[src/rtl/rtt_pkg.sv]
package rtt_pkg;
    // option field positions (decoded by the counter's neighbours)
    localparam int OPT_W        = 7;
    localparam int OPT_IRQ_OFF  = 6;
    localparam int OPT_SRC_PIN  = 5;
    localparam int OPT_FALLING  = 4;
    localparam int OPT_PS_WDOG  = 3;
    localparam int OPT_CODE_LSB = 0;
    localparam int CODE_W       = 3;

    typedef enum logic {
        IRQ_IDLE    = 1'b0,
        IRQ_PENDING = 1'b1
    } irq_state_t;

    typedef enum logic {
        SRC_CYCLE = 1'b0,
        SRC_PIN   = 1'b1
    } src_sel_t;
endpackage

[src/rtl/rtt_edge_detect.sv]
module rtt_edge_detect #(
    parameter int SYNC_STAGES = 2
) (
    input  logic clk,
    input  logic rst_n,
    input  logic pin_in,
    input  logic falling_sel,
    output logic edge_pulse
);
    logic [SYNC_STAGES-1:0] sync_q;
    logic                   prev_q;

    genvar g;
    generate
        for (g = 0; g < SYNC_STAGES; g++) begin : g_sync
            if (g == 0) begin : g_first
                always_ff @(posedge clk or negedge rst_n) begin
                    if (!rst_n) sync_q[g] <= 1'b0;
                    else        sync_q[g] <= pin_in;
                end
            end else begin : g_rest
                always_ff @(posedge clk or negedge rst_n) begin
                    if (!rst_n) sync_q[g] <= 1'b0;
                    else        sync_q[g] <= sync_q[g-1];
                end
            end
        end
    endgenerate

    always_ff @(posedge clk or negedge rst_n) begin
        if (!rst_n) prev_q <= 1'b0;
        else        prev_q <= sync_q[SYNC_STAGES-1];
    end

    always_comb begin
        if (falling_sel) edge_pulse = prev_q & ~sync_q[SYNC_STAGES-1];
        else             edge_pulse = ~prev_q & sync_q[SYNC_STAGES-1];
    end
endmodule

[src/rtl/rtt_prescaler.sv]
module rtt_prescaler #(
    parameter int PS_W   = 8,
    parameter int CODE_W = 3
) (
    input  logic              clk,
    input  logic              rst_n,
    input  logic              event_in,
    input  logic              owned_by_timer,
    input  logic [CODE_W-1:0] ratio_code,
    output logic              tick_out
);
    logic [PS_W-1:0] div_q;
    logic [PS_W-1:0] tap_mask;

    // bits 0..code must all be ones for a carry out of the selected tap
    always_comb begin
        for (int i = 0; i < PS_W; i++) begin
            tap_mask[i] = (i <= int'(ratio_code));
        end
    end

    always_ff @(posedge clk or negedge rst_n) begin
        if (!rst_n)                          div_q <= '0;
        else if (owned_by_timer && event_in) div_q <= div_q + PS_W'(1);
    end

    always_comb begin
        if (owned_by_timer) tick_out = event_in && ((div_q & tap_mask) == tap_mask);
        else                tick_out = event_in;
    end
endmodule

[src/rtl/rtt_irq_fsm.sv]
module rtt_irq_fsm
    import rtt_pkg::*;
(
    input  logic clk,
    input  logic rst_n,
    input  logic wrap_evt,
    input  logic irq_enable,
    input  logic ack,
    output logic irq
);
    irq_state_t state_q, state_d;

    always_ff @(posedge clk or negedge rst_n) begin
        if (!rst_n) state_q <= IRQ_IDLE;
        else        state_q <= state_d;
    end

    always_comb begin
        state_d = state_q;
        unique case (state_q)
            IRQ_IDLE: begin
                if (wrap_evt && irq_enable) state_d = IRQ_PENDING;   // RAISE
            end
            IRQ_PENDING: begin
                if (ack) state_d = IRQ_IDLE;                         // CLEAR
            end
            default: state_d = IRQ_IDLE;
        endcase
    end

    always_comb begin
        irq = (state_q == IRQ_PENDING);
    end
endmodule

[src/rtl/rtt_rollover_timer.sv]
module rtt_rollover_timer
    import rtt_pkg::*;
#(
    parameter int CNT_W       = 8,
    parameter int PS_W        = 8,
    parameter int SYNC_STAGES = 2
) (
    input  logic             clk,
    input  logic             rst_n,
    input  logic             cnt_pin,
    input  logic [OPT_W-1:0] opt_cfg,
    input  logic             ack_strobe,
    input  logic [CNT_W-1:0] ack_value,
    output logic [CNT_W-1:0] count_q,
    output logic             irq_out
);
    localparam logic [CNT_W-1:0] CNT_TOP = {CNT_W{1'b1}};

    src_sel_t    src_sel;
    logic        pin_edge;
    logic        src_event;
    logic        inc_tick;
    logic        wrap_evt;
    logic [CNT_W-1:0] cnt_r;

    assign src_sel = src_sel_t'(opt_cfg[OPT_SRC_PIN]);

    rtt_edge_detect #(.SYNC_STAGES(SYNC_STAGES)) u_edge (
        .clk         (clk),
        .rst_n       (rst_n),
        .pin_in      (cnt_pin),
        .falling_sel (opt_cfg[OPT_FALLING]),
        .edge_pulse  (pin_edge)
    );

    always_comb begin
        unique case (src_sel)
            SRC_CYCLE: src_event = 1'b1;
            SRC_PIN:   src_event = pin_edge;
            default:   src_event = 1'b0;
        endcase
    end

    rtt_prescaler #(.PS_W(PS_W), .CODE_W(CODE_W)) u_div (
        .clk            (clk),
        .rst_n          (rst_n),
        .event_in       (src_event),
        .owned_by_timer (~opt_cfg[OPT_PS_WDOG]),
        .ratio_code     (opt_cfg[OPT_CODE_LSB +: CODE_W]),
        .tick_out       (inc_tick)
    );

    // acknowledge replaces the increment of its cycle
    assign wrap_evt = inc_tick && !ack_strobe && (cnt_r == CNT_TOP);

    always_ff @(posedge clk or negedge rst_n) begin
        if (!rst_n)          cnt_r <= '0;
        else if (ack_strobe) cnt_r <= cnt_r + ack_value;
        else if (inc_tick)   cnt_r <= cnt_r + CNT_W'(1);
    end

    rtt_irq_fsm u_irq (
        .clk        (clk),
        .rst_n      (rst_n),
        .wrap_evt   (wrap_evt),
        .irq_enable (~opt_cfg[OPT_IRQ_OFF]),
        .ack        (ack_strobe),
        .irq        (irq_out)
    );

    assign count_q = cnt_r;
endmodule

[config.mk]
export PLATFORM = sky130hd
export DESIGN_NAME = rtt_rollover_timer
export DESIGN_NICKNAME = d
export VERILOG_FILES = /design/src/rtl/rtt_pkg.sv /design/src/rtl/rtt_edge_detect.sv /design/src/rtl/rtt_prescaler.sv /design/src/rtl/rtt_irq_fsm.sv /design/src/rtl/rtt_rollover_timer.sv
export SDC_FILE = /design/constraint.sdc
export NUM_CORES = 1
export LEC_CHECK = 0
export BUFFER_PORTS_ARGS = -buffer_cell sky130_fd_sc_hd__buf_2
export CELL_PAD_IN_SITES_DETAIL_PLACEMENT = 0
export CELL_PAD_IN_SITES_GLOBAL_PLACEMENT = 1
export CORE_MARGIN = 8
export CORE_UTILIZATION = 40
export DETAILED_ROUTE_END_ITERATION = 12
export PLACE_DENSITY_LB_ADDON = 0.1
export SETUP_SLACK_MARGIN = 0.15
export SLEW_MARGIN = 5
export SYNTH_ARGS = -nofsm -noshare
export SYNTH_HDL_FRONTEND = slang
export SYNTH_HIERARCHICAL = 1
export SYNTH_SLANG_ARGS = --single-unit
[constraint.sdc]
create_clock -name clk -period 2.1 [get_ports clk]
set_input_delay 0.105 -clock clk [delete_from_list [all_inputs] [get_ports clk]]
set_output_delay 0.105 -clock clk [all_outputs]
set_load 0.02 [all_outputs]
## Word-level counts from Yosys, hierarchy flattened

Cells that the tools add are included.

- Bits in registers: 20
- Bits of input ports: 19
- Output and inout bits: 9
- Logic and storage cells: 42

- Add/sub/neg operators: 3
- Order comparisons: 7
- Eq/ne operators: 2
- Multiplexer cells: 8
- Bitwise logic cells: 9
- Reductions and logical operators: 7

Operators by type and width:

| kind | count |
|---|---|
| 8-bit by 1-bit adder with 8-bit output (second input constant) | 2 |
| 8-bit two-way mux | 2 |
| 3-bit less-or-equal comparator (first input constant) | 4 |
| 8-bit adder | 1 |
| 8-bit AND | 1 |
| 8-bit == test | 1 |
| 8-bit == test (second input constant) | 1 |
| 2-bit by 3-bit less-or-equal comparator with 1-bit output (first input constant) | 2 |
| 1-bit inverter | 6 |
| 1-bit logical AND | 5 |
| 1-bit two-way mux | 4 |
| 1-bit one-hot mux with 2 select lines | 2 |
| 1-bit by 3-bit less-or-equal comparator with 1-bit output (first input constant) | 1 |
| 1-bit AND | 2 |
| 2-bit nonzero test | 1 |
| 1-bit zero test | 1 |

## Logic depth before layout (Yosys ltp)

- Depth after elaboration: 11
- Depth in mapped cells: 10
- Gate-level depth less buffers: 9

## By module

Netlist, hierarchy kept.

By module, submodules not included:

| module | times used | cells each | area each (um2) | seq. area each (um2) |
|---|---|---|---|---|
| rtt_rollover_timer | 1 | 79 | 690.7 | 200.2 |
| rtt_prescaler | 1 | 42 | 410.4 | 200.2 |
| rtt_edge_detect | 1 | 6 | 97.6 | 75.1 |
| rtt_irq_fsm | 1 | 3 | 38.8 | 25.0 |

## Worst setup path before layout

No wires, ideal clock.

- Path type: flip-flop to flip-flop
- From: register cnt_r[0] (netlist: count_q[0])
- To: register cnt_r[6] (netlist: count_q[6])
- Library setup time: 0.095 ns
- Arrival: 1.817 ns
- Required time: 2.005 ns
- Setup slack: 0.187 ns
- Stages on the path, launching flop included: 9
- Buffers on the path: 0
- Period minus slack after synthesis: 1.913 ns
- Cells stage by stage: dfrtp_1 ha_1 inv_1 fa_1 nor2b_4 o31a_1 o21a_1 o21a_1 o31ai_1

- Word-level cells in the longest chain between the ends: 3
- Elaborated cells on any way between the ends: 4
- Those cells by class: 2 x add/sub; 2 x mux

RTL lines:

| item | line | source |
|---|---|---|
| start: declaration | rtt_rollover_timer.sv:24 | `logic [CNT_W-1:0] cnt_r;` |
| start signal: assignment | rtt_rollover_timer.sv:58 | `else if (ack_strobe) cnt_r <= cnt_r + ack_value;` |
| start signal: assignment | rtt_rollover_timer.sv:59 | `else if (inc_tick) cnt_r <= cnt_r + CNT_W'(1);` |
| 8-bit by 1-bit adder with 8-bit output | rtt_rollover_timer.sv:59 |  |
| 8-bit two-way mux | rtt_rollover_timer.sv:59 |  |
| 8-bit two-way mux (*) | rtt_rollover_timer.sv:58 |  |

Mark *: on every way between the ends. The rest lies on a longest branch, timed or not. The select of a mux whose other input is x is not followed.
A chain may end at the register's enable or synchronous reset.

## Worst setup path in the final report

Ends and elaborated chain as after synthesis.

==> results.toml <==
[run_status]
status = "finished, final reports clean"

[floorplan]
start_util = 0.4121
die_width_um = 71.62
core_area_um2 = 3003
rows = 20
num_io_pins = 28
dieArea_um2 = 5129
dieHeight_um = 71.62

[synth]
ys_ff_latch = 20
avgSynthCellArea_um2 = 9.519
synth_nets = 158
ys_seq_area_frac = 0.4044
synth.distinct_cells = 34
synth_warnings = 6
syn_area_um2 = 1237
ys.flop_type = "dfrtp_1"
synth_edf_count = 0
syn_inst = 130
synthArstFlopShare = 1.000

[power_and_ir_drop]
ir_worst_vdd_mv = 0.5120
power_density_nw_per_um2 = 1224
p_leak_nw = 0.6974

[layout]
syn_to_final_growth_pct = 20.73
drive_gt1_frac = 0.2638
layout.nets = 192
n_fill_cell = 298
final_cell_mix = "buf_2 (27), dfrtp_1 (20), nand2_1 (15)"
layout_commonest_cell = "buf_2"
final_cells = 196
diodes = 0

[sta]
min_period_ns = 1.885
fmax_mhz = 530.6
hold_viol = 0
tns_ns = 0
relSlewSlack = 0.7046
skew_ns = 0.009994
rsz0062_at_grt = "true"
drv_slew = 0
min_period_over_period = 0.8975
setup_viol_count_final = 0
tightestPinTransition_ns = 0.4431

[global_routing]
grt_overflow = 0
grt_start_max_net_pins = 21
grt_pass1_vias = 1023
antenna_found_initial = 0
grt_first_pass_wirelength_um = 4540
grt_use_total = 0.1087

[place]
io_buffers = 27
dp_hpwl_um = 2093
place.gp.congestion = 0.8505
dp_cells = 189

[clock_network]
clk_latency_ns = 0.30
clkSinkCount = 20
cts_tree = "done"
htree_levels = 1
numCtsBuffers = 3
clk_path_buf_depth = 2
cts-root-buf = "clkbuf_4"
clk_pin_slew_ns = 0.12

[setup_path]
cp_max_fo = 4
crit_path_end_kind = "flop"
crit_type = "flop to flop"
worstSetupStartpointType = "flop"
cp.required_ns = 2.32
crit_arrival_ns = 2.11

[drt]
firstDrtPassIters = 4
vias_per_cell = 5.204
ant_nets = 0
wl_per_cell_um = 13.33
num_vias = 1020
route.detailed.drc = 0
drt_wl_total_um = 2612
drt_iter0_drc = 58

[flow_run]
max-cap-violations = 0

[worst_hold_path]
hp-class = "primary input to flop"
## metal layers
layer / track usage / wire length, um / up-vias
met5: 0 / 0 / -
met4: 0.02721 / 31 / 0
met3: 0.03905 / 178 / 4
met2: 0.1711 / 1148 / 30
met1: 0.1370 / 1253 / 469
li1: - / - / 517
## report_power, final
part | switching, mW | leakage (nW) | internal (mW)
logic | 0.475 | 0.440 | 0.416
clock network | 0.117 | 0.0210 | 0.106
registers | 0.172 | 0.236 | 0.542
## state kept, by name (all words and copies together) (netlist names)
signal,flops
count_q,8
u_div/div_q,8
u_edge/prev_q,1
u_edge/sync_q,2
u_irq/irq,1
## cells in the mapped netlist (all sizes together) (2+ instances only)
cell / n / area share
nand2b: 7 / 0.035
o21a: 4 / 0.024
a21o: 2 / 0.012
o21ai: 9 / 0.039
nor2: 5 / 0.015
inv: 10 / 0.030
a21oi: 6 / 0.024
xnor2: 8 / 0.057
dfrtp: 20 / 0.40
nand4: 3 / 0.015
a211oi: 2 / 0.012
xor2: 3 / 0.021
nand3b: 2 / 0.012
nand3: 2 / 0.0081
nand2: 15 / 0.045
ha: 8 / 0.081
mux2: 3 / 0.027
and2: 5 / 0.025
nor3: 2 / 0.0081
## path summary, 6_finish.rpt
kind,from,to,slack (ns),depth (start not counted)
setup / recovery,count_q[0]$_DFFE_PN0P_,count_q[6]$_DFFE_PN0P_,0.22,8
hold / removal,opt_cfg[6],u_irq/irq$_DFF_PN0_,0.04,4
setup reg to reg,count_q[0]$_DFFE_PN0P_,count_q[6]$_DFFE_PN0P_,0.22,8
hold reg to reg,u_edge/sync_q[0]$_DFF_PN0_,u_edge/sync_q[1]$_DFF_PN0_,0.36,0
max in group asynchronous,rst_n,u_div/div_q[4]$_DFFE_PN0P_,1.51,2
min in group asynchronous,rst_n,count_q[6]$_DFFE_PN0P_,0.27,2
## kinds of logic after synthesis
family,after synthesis,share of synthesized area
compound gates,29,0.1537
xor+xnor,11,0.07786
fa+ha+maj,9,0.09707
buf+inv,12,0.03741
flops,20,0.4044
mux,4,0.03539
simple gates,45,0.1941
## worst max-delay path, cell delays in order, from the launching register on
cell and delay, ns:
dfrtp_1 0.43, ha_2 0.20, inv_1 0.09, fa_2 0.24, nor2b_4 0.05, o31a_1 0.25
o21a_1 0.19, o21a_1 0.18, o31ai_2 0.20
## through the flow
| step | total power, mW | area (um2) | worst slack [ns] | hold WS [ns] | utilization |
|---|---|---|---|---|---|
| 6_report | 1.829 | 1494 | 0.2153 | 0.04358 | 0.4975 |
| 5_1_grt | 2.009 | 1494 | 0.06890 | 0.05491 | 0.4975 |
| 4_1_cts | 1.819 | 1471 | 0.1552 | 0.03667 | 0.4900 |
| 3_5_place_dp | 1.586 | 1413 | 0.1658 | 0.07904 | 0.4704 |
| 3_3_place_gp | 1.571 | 1413 | 0.2028 | 0.08366 | 0.4704 |
| 2_1_floorplan | 1.326 | 1237 | 0.1872 | -0.1906 | - |
## area by class of cell
| class | instances | area, um2 | area share |
|---|---|---|---|
| sequential | 20 | 500.5 | 0.3350 |
| timing repair buffer | 31 | 170.2 | 0.1139 |
| clock buffer | 4 | 36.28 | 0.02429 |
| multi-input combinational | 98 | 708.2 | 0.4740 |
| tap | 33 | 41.29 | 0.02764 |
| inverter | 10 | 37.54 | 0.02513 |
## timing repair
item | in CTS | in global routing
hold buffers | 2 | 0
pin swaps | 0 | 2
hold endpoints to repair | 21 | 0
resized for setup | 1 | 4
buffers inserted | 0 | 1
gates cloned | 0 | 0
setup endpoints to repair | 1 | 3
Power figures use the tool's default switching activity.
